$ cat src/rtl/flood_pkg.sv
// Shared types for the fatal error flood controller.
// Assumes nothing beyond IEEE 1800-2017 packages.
package flood_pkg;
    // States of the reset request generator.
    typedef enum logic [1:0] {
        RQ_IDLE = 2'd0,
        RQ_HOLD = 2'd1,
        RQ_DONE = 2'd2
    } rq_state_t;
endpackage

$ cat src/rtl/flood_rx_detect.sv
// Watches one incoming link for the reserved all-ones flood word.
// Raises hit combinationally on the FLOOD_RUN-th consecutive flood word.
// Assumes normal traffic never carries the all-ones word for FLOOD_RUN cycles.
module flood_rx_detect #(
    parameter int CW        = 16,
    parameter int FLOOD_RUN = 4
) (
    input  logic          clk,
    input  logic          por_n,
    input  logic          warm_rst_n,
    input  logic [CW-1:0] rx_word,
    output logic          hit
);
    localparam int RW = (FLOOD_RUN > 1) ? $clog2(FLOOD_RUN) : 1;
    localparam logic [RW-1:0] LAST = RW'(FLOOD_RUN - 1);

    logic          is_flood;
    logic [RW-1:0] run;

    assign is_flood = (rx_word == {CW{1'b1}});

    // Count consecutive flood words, saturating at the threshold.
    always_ff @(posedge clk) begin
        if (!por_n || !warm_rst_n) begin
            run <= '0;
        end else if (is_flood) begin
            run <= (run == LAST) ? run : run + RW'(1);
        end else begin
            run <= '0;
        end
    end

    assign hit = is_flood && (run == LAST);
endmodule

$ cat src/rtl/flood_ctrl.sv
// Holds the flood state and the sticky cause record.
// Flood state is cleared by either reset; causes only by power-on reset.
// Assumes link_hit is already qualified per link.
module flood_ctrl #(
    parameter int NUM_LINKS = 3
) (
    input  logic                 clk,
    input  logic                 por_n,
    input  logic                 warm_rst_n,
    input  logic                 local_fatal,
    input  logic [NUM_LINKS-1:0] link_hit,
    output logic                 flooding,
    output logic                 cause_local,
    output logic [NUM_LINKS-1:0] cause_link
);
    logic                 trigger;
    logic                 recorded;
    logic [NUM_LINKS-1:0] first_hit;

    assign trigger   = local_fatal || (|link_hit);
    assign recorded  = cause_local || (|cause_link);
    // Isolate the lowest set bit so the lowest-numbered link wins.
    assign first_hit = link_hit & (~link_hit + NUM_LINKS'(1));

    // Enter the flood state on any trigger; there is no exit but reset.
    always_ff @(posedge clk) begin
        if (!por_n || !warm_rst_n) begin
            flooding <= 1'b0;
        end else if (trigger) begin
            flooding <= 1'b1;
        end
    end

    // Capture the cause of the first flood since power-on only.
    always_ff @(posedge clk) begin
        if (!por_n) begin
            cause_local <= 1'b0;
            cause_link  <= '0;
        end else if (warm_rst_n && !flooding && !recorded && trigger) begin
            cause_local <= local_fatal;
            cause_link  <= first_hit;
        end
    end
endmodule

$ cat src/rtl/flood_rst_req.sv
// Terminal-side reset request: one pulse of RST_HOLD cycles per flood episode.
// Cleared only by power-on reset so a warm reset cannot cut the pulse short.
// Assumes the enable is sampled only when the flood begins.
module flood_rst_req
    import flood_pkg::*;
#(
    parameter int RST_HOLD = 16
) (
    input  logic clk,
    input  logic por_n,
    input  logic flooding,
    input  logic cfg_rst_en,
    output logic sys_rst_req
);
    localparam int HW = (RST_HOLD > 1) ? $clog2(RST_HOLD) : 1;
    localparam logic [HW-1:0] LAST = HW'(RST_HOLD - 1);

    rq_state_t     state;
    logic [HW-1:0] cnt;

    // Walk idle -> hold -> done, rearming once the flood is gone.
    always_ff @(posedge clk) begin
        if (!por_n) begin
            state <= RQ_IDLE;
            cnt   <= '0;
        end else begin
            case (state)
                RQ_IDLE: begin
                    cnt <= '0;
                    if (flooding && cfg_rst_en) state <= RQ_HOLD;
                end
                RQ_HOLD: begin
                    if (cnt == LAST) state <= RQ_DONE;
                    else             cnt   <= cnt + HW'(1);
                end
                RQ_DONE: begin
                    if (!flooding) state <= RQ_IDLE;
                end
                default: state <= RQ_IDLE;
            endcase
        end
    end

    assign sys_rst_req = (state == RQ_HOLD);
endmodule

$ cat src/rtl/flood_guard.sv
// Top of the fatal error flood controller: per-link detectors, flood state,
// outgoing word select and terminal reset request.
// Assumes link i occupies bits [i*CW +: CW] of the packed link buses.
module flood_guard #(
    parameter int NUM_LINKS = 3,
    parameter int CW        = 16,
    parameter int FLOOD_RUN = 4,
    parameter int RST_HOLD  = 16
) (
    input  logic                    clk,
    input  logic                    por_n,
    input  logic                    warm_rst_n,
    input  logic                    local_fatal,
    input  logic                    cfg_rst_en,
    input  logic [NUM_LINKS*CW-1:0] rx_word,
    input  logic [NUM_LINKS*CW-1:0] tx_data,
    output logic [NUM_LINKS*CW-1:0] tx_word,
    output logic                    flooding,
    output logic                    sys_rst_req,
    output logic                    cause_local,
    output logic [NUM_LINKS-1:0]    cause_link
);
    logic [NUM_LINKS-1:0] link_hit;

    // One detector and one output select per link.
    for (genvar gi = 0; gi < NUM_LINKS; gi++) begin : g_link
        flood_rx_detect #(.CW(CW), .FLOOD_RUN(FLOOD_RUN)) u_det (
            .clk        (clk),
            .por_n      (por_n),
            .warm_rst_n (warm_rst_n),
            .rx_word    (rx_word[gi*CW +: CW]),
            .hit        (link_hit[gi])
        );
        assign tx_word[gi*CW +: CW] = flooding ? {CW{1'b1}} : tx_data[gi*CW +: CW];
    end

    flood_ctrl #(.NUM_LINKS(NUM_LINKS)) u_ctrl (
        .clk         (clk),
        .por_n       (por_n),
        .warm_rst_n  (warm_rst_n),
        .local_fatal (local_fatal),
        .link_hit    (link_hit),
        .flooding    (flooding),
        .cause_local (cause_local),
        .cause_link  (cause_link)
    );

    flood_rst_req #(.RST_HOLD(RST_HOLD)) u_req (
        .clk         (clk),
        .por_n       (por_n),
        .flooding    (flooding),
        .cfg_rst_en  (cfg_rst_en),
        .sys_rst_req (sys_rst_req)
    );
endmodule

$ cat config.mk
export PLATFORM = sky130hd
export DESIGN_NAME = flood_guard
export DESIGN_NICKNAME = d
export VERILOG_FILES = /design/src/rtl/flood_pkg.sv /design/src/rtl/flood_rx_detect.sv /design/src/rtl/flood_ctrl.sv /design/src/rtl/flood_rst_req.sv /design/src/rtl/flood_guard.sv
export SDC_FILE = /design/constraint.sdc
export NUM_CORES = 1
export LEC_CHECK = 0
export ABC_AREA = 1
export BUFFER_PORTS_ARGS = -buffer_cell sky130_fd_sc_hd__buf_2
export CAP_MARGIN = 10
export CORE_AREA = 4 4 66 74
export CTS_BUF_LIST = sky130_fd_sc_hd__clkbuf_4 sky130_fd_sc_hd__clkbuf_8
export DETAILED_ROUTE_END_ITERATION = 10
export DIE_AREA = 0 0 70 78
export GPL_ROUTABILITY_DRIVEN = 0
export HOLD_SLACK_MARGIN = 0.15
export MAX_ROUTING_LAYER = met4
export PLACE_DENSITY = 0.79
export SETUP_SLACK_MARGIN = 0.5
export SKIP_LAST_GASP = 1
export SYNTH_ARGS = -nofsm -noshare
export SYNTH_HDL_FRONTEND = slang
export SYNTH_HIERARCHICAL = 1
export SYNTH_SLANG_ARGS = --single-unit
$ cat constraint.sdc
create_clock -name clk -period 1.5 [get_ports clk]
set_input_delay 0.075 -clock clk [delete_from_list [all_inputs] [get_ports clk]]
set_output_delay 0.075 -clock clk [all_outputs]
set_load 0.1 [all_outputs]
==> flow_summary.toml, run 1 <==
[status]
run_status = "stopped before the end"
firstError = "[ERROR DPL-0033] detailed placement checks failed during check placement."
stop_stage = "clock tree synthesis"

[place]
placed_area_um2 = 2940
pre_cts_slack_ps = 178
hpwl_um = 4510
port_buffers = 154

[logic_synthesis]
yosysSeqAreaShare_pct = 23.5
syn_inst = 258
synthesis.area_um2 = 1450
avgSynthCellArea_um2 = 5.62
syn_nets = 363
yosys_warnings = 6
ys_seq_elements = 17
ys_types = 25

[clock_tree]
postCtsSetupRepairBufs = 13
numCtsBuffers = 3
cts_resized = 225
ctsHoldBuffers = 3
htreeDepth = 1
cts_buffer_depth = 2
cts_sinks = 17
root_buffer = "clkbuf_8"

[floorplanning]
fp.dieH_um = 78
ios = 155
rows = 25
initial_utilization_pct = 34.6
fp.dieW_um = 70
## stage by stage
stage / utilization (%) / instances / hold WS (ps)
after detailed placement: 70.1 / 465 / 340
after global placement: 70.1 / 465 / 340
after floorplan: - / 258 / 195
## synth_stat cells (all sizes together)
cell	n	area, µm²
nor2	36	160
nand3	9	50.1
nor3	1	10.0
mux2i	3	30.0
nand4	1	6.26
dfxtp	17	340
inv	67	257
xor2	3	26.3
or2	1	6.26
nand2	98	388
ha	4	50.1
o21ai	2	10.0
buf	5	43.8
nor3b	4	30.0
a21oi	7	42.5
## logic make-up after synthesis
family	count (synthesis)	synth area share, %
compound gates	9	3.62
mux	3	2.07
fa+ha+maj	4	3.45
buf+inv	72	20.7
flops	17	23.5
xor+xnor	3	1.81
simple gates	150	44.9
==> inputs of run 2 (changes only) <==
--- a/config.mk
+++ b/config.mk
@@ -8,15 +8,11 @@
 export ABC_AREA = 1
 export BUFFER_PORTS_ARGS = -buffer_cell sky130_fd_sc_hd__buf_2
 export CAP_MARGIN = 10
-export CORE_AREA = 4 4 66 74
-export CTS_BUF_LIST = sky130_fd_sc_hd__clkbuf_4 sky130_fd_sc_hd__clkbuf_8
+export CORE_AREA = 4 4 75 77
 export DETAILED_ROUTE_END_ITERATION = 10
-export DIE_AREA = 0 0 70 78
+export DIE_AREA = 0 0 79 81
 export GPL_ROUTABILITY_DRIVEN = 0
-export HOLD_SLACK_MARGIN = 0.15
-export MAX_ROUTING_LAYER = met4
-export PLACE_DENSITY = 0.79
-export SETUP_SLACK_MARGIN = 0.5
+export PLACE_DENSITY_LB_ADDON = 0.15
 export SKIP_LAST_GASP = 1
 export SYNTH_ARGS = -nofsm -noshare
 export SYNTH_HDL_FRONTEND = slang
==> flow_summary.toml, run 2 <==
[setup_path]
required_ps = 1420
slowest_stage = "dfxtp_2"
cp-end-kind = "output pin"
start_kind = "flop"
max_stage_delay_ps = 350
critical_path_arrival_ps = 1320
path_cells = "inv_2 > buf_12 > nand2_1 > clkbuf_4"
cp_max_fo = 45
crit_type = "flop to output pin"

[global_route]
grt.overflow.total = 0
grt_usage_pct = 13.5
grt_pass1_wl_um = 7180
grt_max_degree = 46
antenna_found_initial = 0
grt_pass1_vias = 1717

[timing]
rsz0062_at_grt = "false"
skew_ps = 0.941
worstMarginPinSlew_ps = 510
finalSetupViolCount = 0
fin_crit_ps = 1390
fmax_ghz = 0.717
hold_slack_ps = 89.9
slew_violations = 0
hold_violations = 0
layout_worst_path_cycle_share_pct = 93.0
tns_ps = 0
relSlewSlack_pct = 66.2
final.setup.worst_slack_ps = 105

[clock_tree]
htreeDepth = 1
cts_sinks = 17
cts_tree = "done"
cts.clk_slew.worst_paths_ps = 70
ctsHoldBuffers = 0
numCtsBuffers = 3
postCtsSetupRepairBufs = 0
root_buffer = "clkbuf_8"
cts_buffer_depth = 2
clk_latency_ps = 250

[logic_synthesis]
synth-xor-area-share_pct = 1.81
yosys_warnings = 6
ys.flop_type = "dfxtp_1"
yosys-top-cells-area = "nand2_1 (24%), dfxtp_1 (23%), inv_1 (17%)"
synth_edf_count = 0
synth_mux_area_share_pct = 2.07
yosysSeqAreaShare_pct = 23.5
yosys.area_share.simple_pct = 44.9
ys_async_sr_fraction_pct = 0
ys_types = 25
netlist.area_leader.share_pct = 24.3
synth_adder_area_share_pct = 3.45
synthesis.area_um2 = 1450
synth_top_cell_by_area = "nand2_1"
ys_seq_elements = 17
ys_top_cells_by_count = "nand2_1 (94), inv_1 (64), nor2_1 (30)"
yosysMostFrequentCell = "nand2_1"
syn_inst = 258
synth_top_family_by_area = "simple AND/OR/NAND/NOR gates"
syn_nets = 363
synth-compound-area-share_pct = 3.62
avgSynthCellArea_um2 = 5.62

[layout]
drive_above_1_share_pct = 48.4
reg_top3 = "g_link.u_det/run (6), u_req/cnt (4), u_ctrl/cause_link (3)"
nNetsFinal = 519
syn2layout_area_growth_pct = 74.6
largest_reg_flops = 6
fill_cells = 565
final_cell_mix = "buf_2 (109), nand2_1 (74), inv_1 (64)"
final_cells = 483
top_register = "g_link.u_det/run"
antenna_cells = 0
final_common_cell = "buf_2"
final_area_um2 = 2530
finish.utilization_pct = 50.5

[floorplanning]
fp.dieW_um = 79
die-area_um2 = 6400
coreArea_um2 = 5010
rows = 26
ios = 155
initial_utilization_pct = 28.9
fp.dieH_um = 81

[place]
pre_cts_slack_ps = 189
placed_area_um2 = 2370
dp.cells = 479
hpwl_um = 4140
port_buffers = 154

[routing]
wire_per_inst_um = 10.0
antenna_left = 0
drc_errors = 0
drt_first_pass_iters = 2
vias = 1893
routed_wl_um = 4840
viasPerCell = 3.92
first_iter_violations = 25

[power]
p_total_mw = 2.11
power_density_nw_per_um2 = 832
pwr-share-comb_pct = 60.4
p_leak_nw = 1.59
p_int_uw = 959
clkPwrFrac_pct = 16.2
swShare_pct = 54.5
peakVddDrop_uv = 507
pwr-share-seq_pct = 23.4
p_sw_mw = 1.15

[flow_run]
maxCapViolCount = 0

[hold_path]
hp-class = "primary input to flop"

[status]
run_status = "finished, final reports clean"
==> run 2: cell counts after synthesis <==
Identical to the previous run, type by type.
==> run 2: cell families (layout without fill, tap and decap cells) <==
| logic type | after synthesis | in the layout |
|---|---|---|
| and+or+nand+nor | 150 | 150 |
| buffers and inverters | 72 | 227 |
| DFF | 17 | 17 |
| AOI/OAI and AO/OA | 9 | 9 |
| adders and majority gates | 4 | 4 |
| xor gates and xnor gates | 3 | 3 |
| muxes | 3 | 3 |
==> run 2: power groups by stage <==
| stage | sequential [mW] | combinational, mW | clock [mW] |
|---|---|---|---|
| global route | 0.495 | 1.34 | 0.372 |
| detailed placement | 0.504 | 1.24 | 0 |
| CTS | 0.493 | 1.24 | 0.356 |
| finish | 0.493 | 1.27 | 0.340 |
| floorplan | 0.523 | 0.948 | 0 |
| global placement | 0.502 | 1.23 | 0 |
==> run 2: per-layer routing <==
| metal | global-route usage, % | part of all wire (%) | up-vias | wire, µm |
|---|---|---|---|---|
| met5 | 0 | 0 | - | 0 |
| met4 | 2.41 | 0 | 0 | 0 |
| met3 | 3.22 | 11 | 0 | 524 |
| met2 | 27.0 | 53 | 76 | 2550 |
| met1 | 14.2 | 37 | 772 | 1770 |
| li1 | - | - | 1045 | - |
==> run 2: final cells by class <==
cell class	instances	area (µm²)	share of cell area, %
Timing Repair Buffer	156	936	37.0
Clock buffer	3	41.3	1.63
Sequential cell	17	342	13.5
Inverter	67	256	10.1
Multi-Input combinational cell	169	865	34.1
Tap cell	70	87.6	3.46
Clock inverter	1	5.00	0.198
==> run 2: worst paths after layout <==
check | start | to | slack [ps] | depth (start not counted)
max | u_ctrl/flooding$_SDFFE_PP0P_ | tx_word[28] | 110 | 4
min | local_fatal | u_ctrl/cause_local$_SDFFE_PN0P_ | 90 | 3
max reg2reg | g_link[0].u_det/run[0]$_SDFFE_PP0P_ | u_ctrl/cause_link[2]$_SDFFE_PN0P_ | 170 | 6
min reg2reg | u_ctrl/cause_local$_SDFFE_PN0P_ | u_ctrl/cause_local$_SDFFE_PN0P_ | 460 | 2
==> run 2: critical path: cells and delay by family, from the launching register on <==
kind          cells  cell delay [ps]
simple gates      1               90
flops             1              350
buf+inv           3              630
==> run 2: timing repair <==
item	4_1_cts	5_1_grt
endpoints found under the hold margin	0	0
gates resized for setup	0	44
endpoints found under the setup margin	0	44
Note: power is estimated with default switching activity, not from simulation.
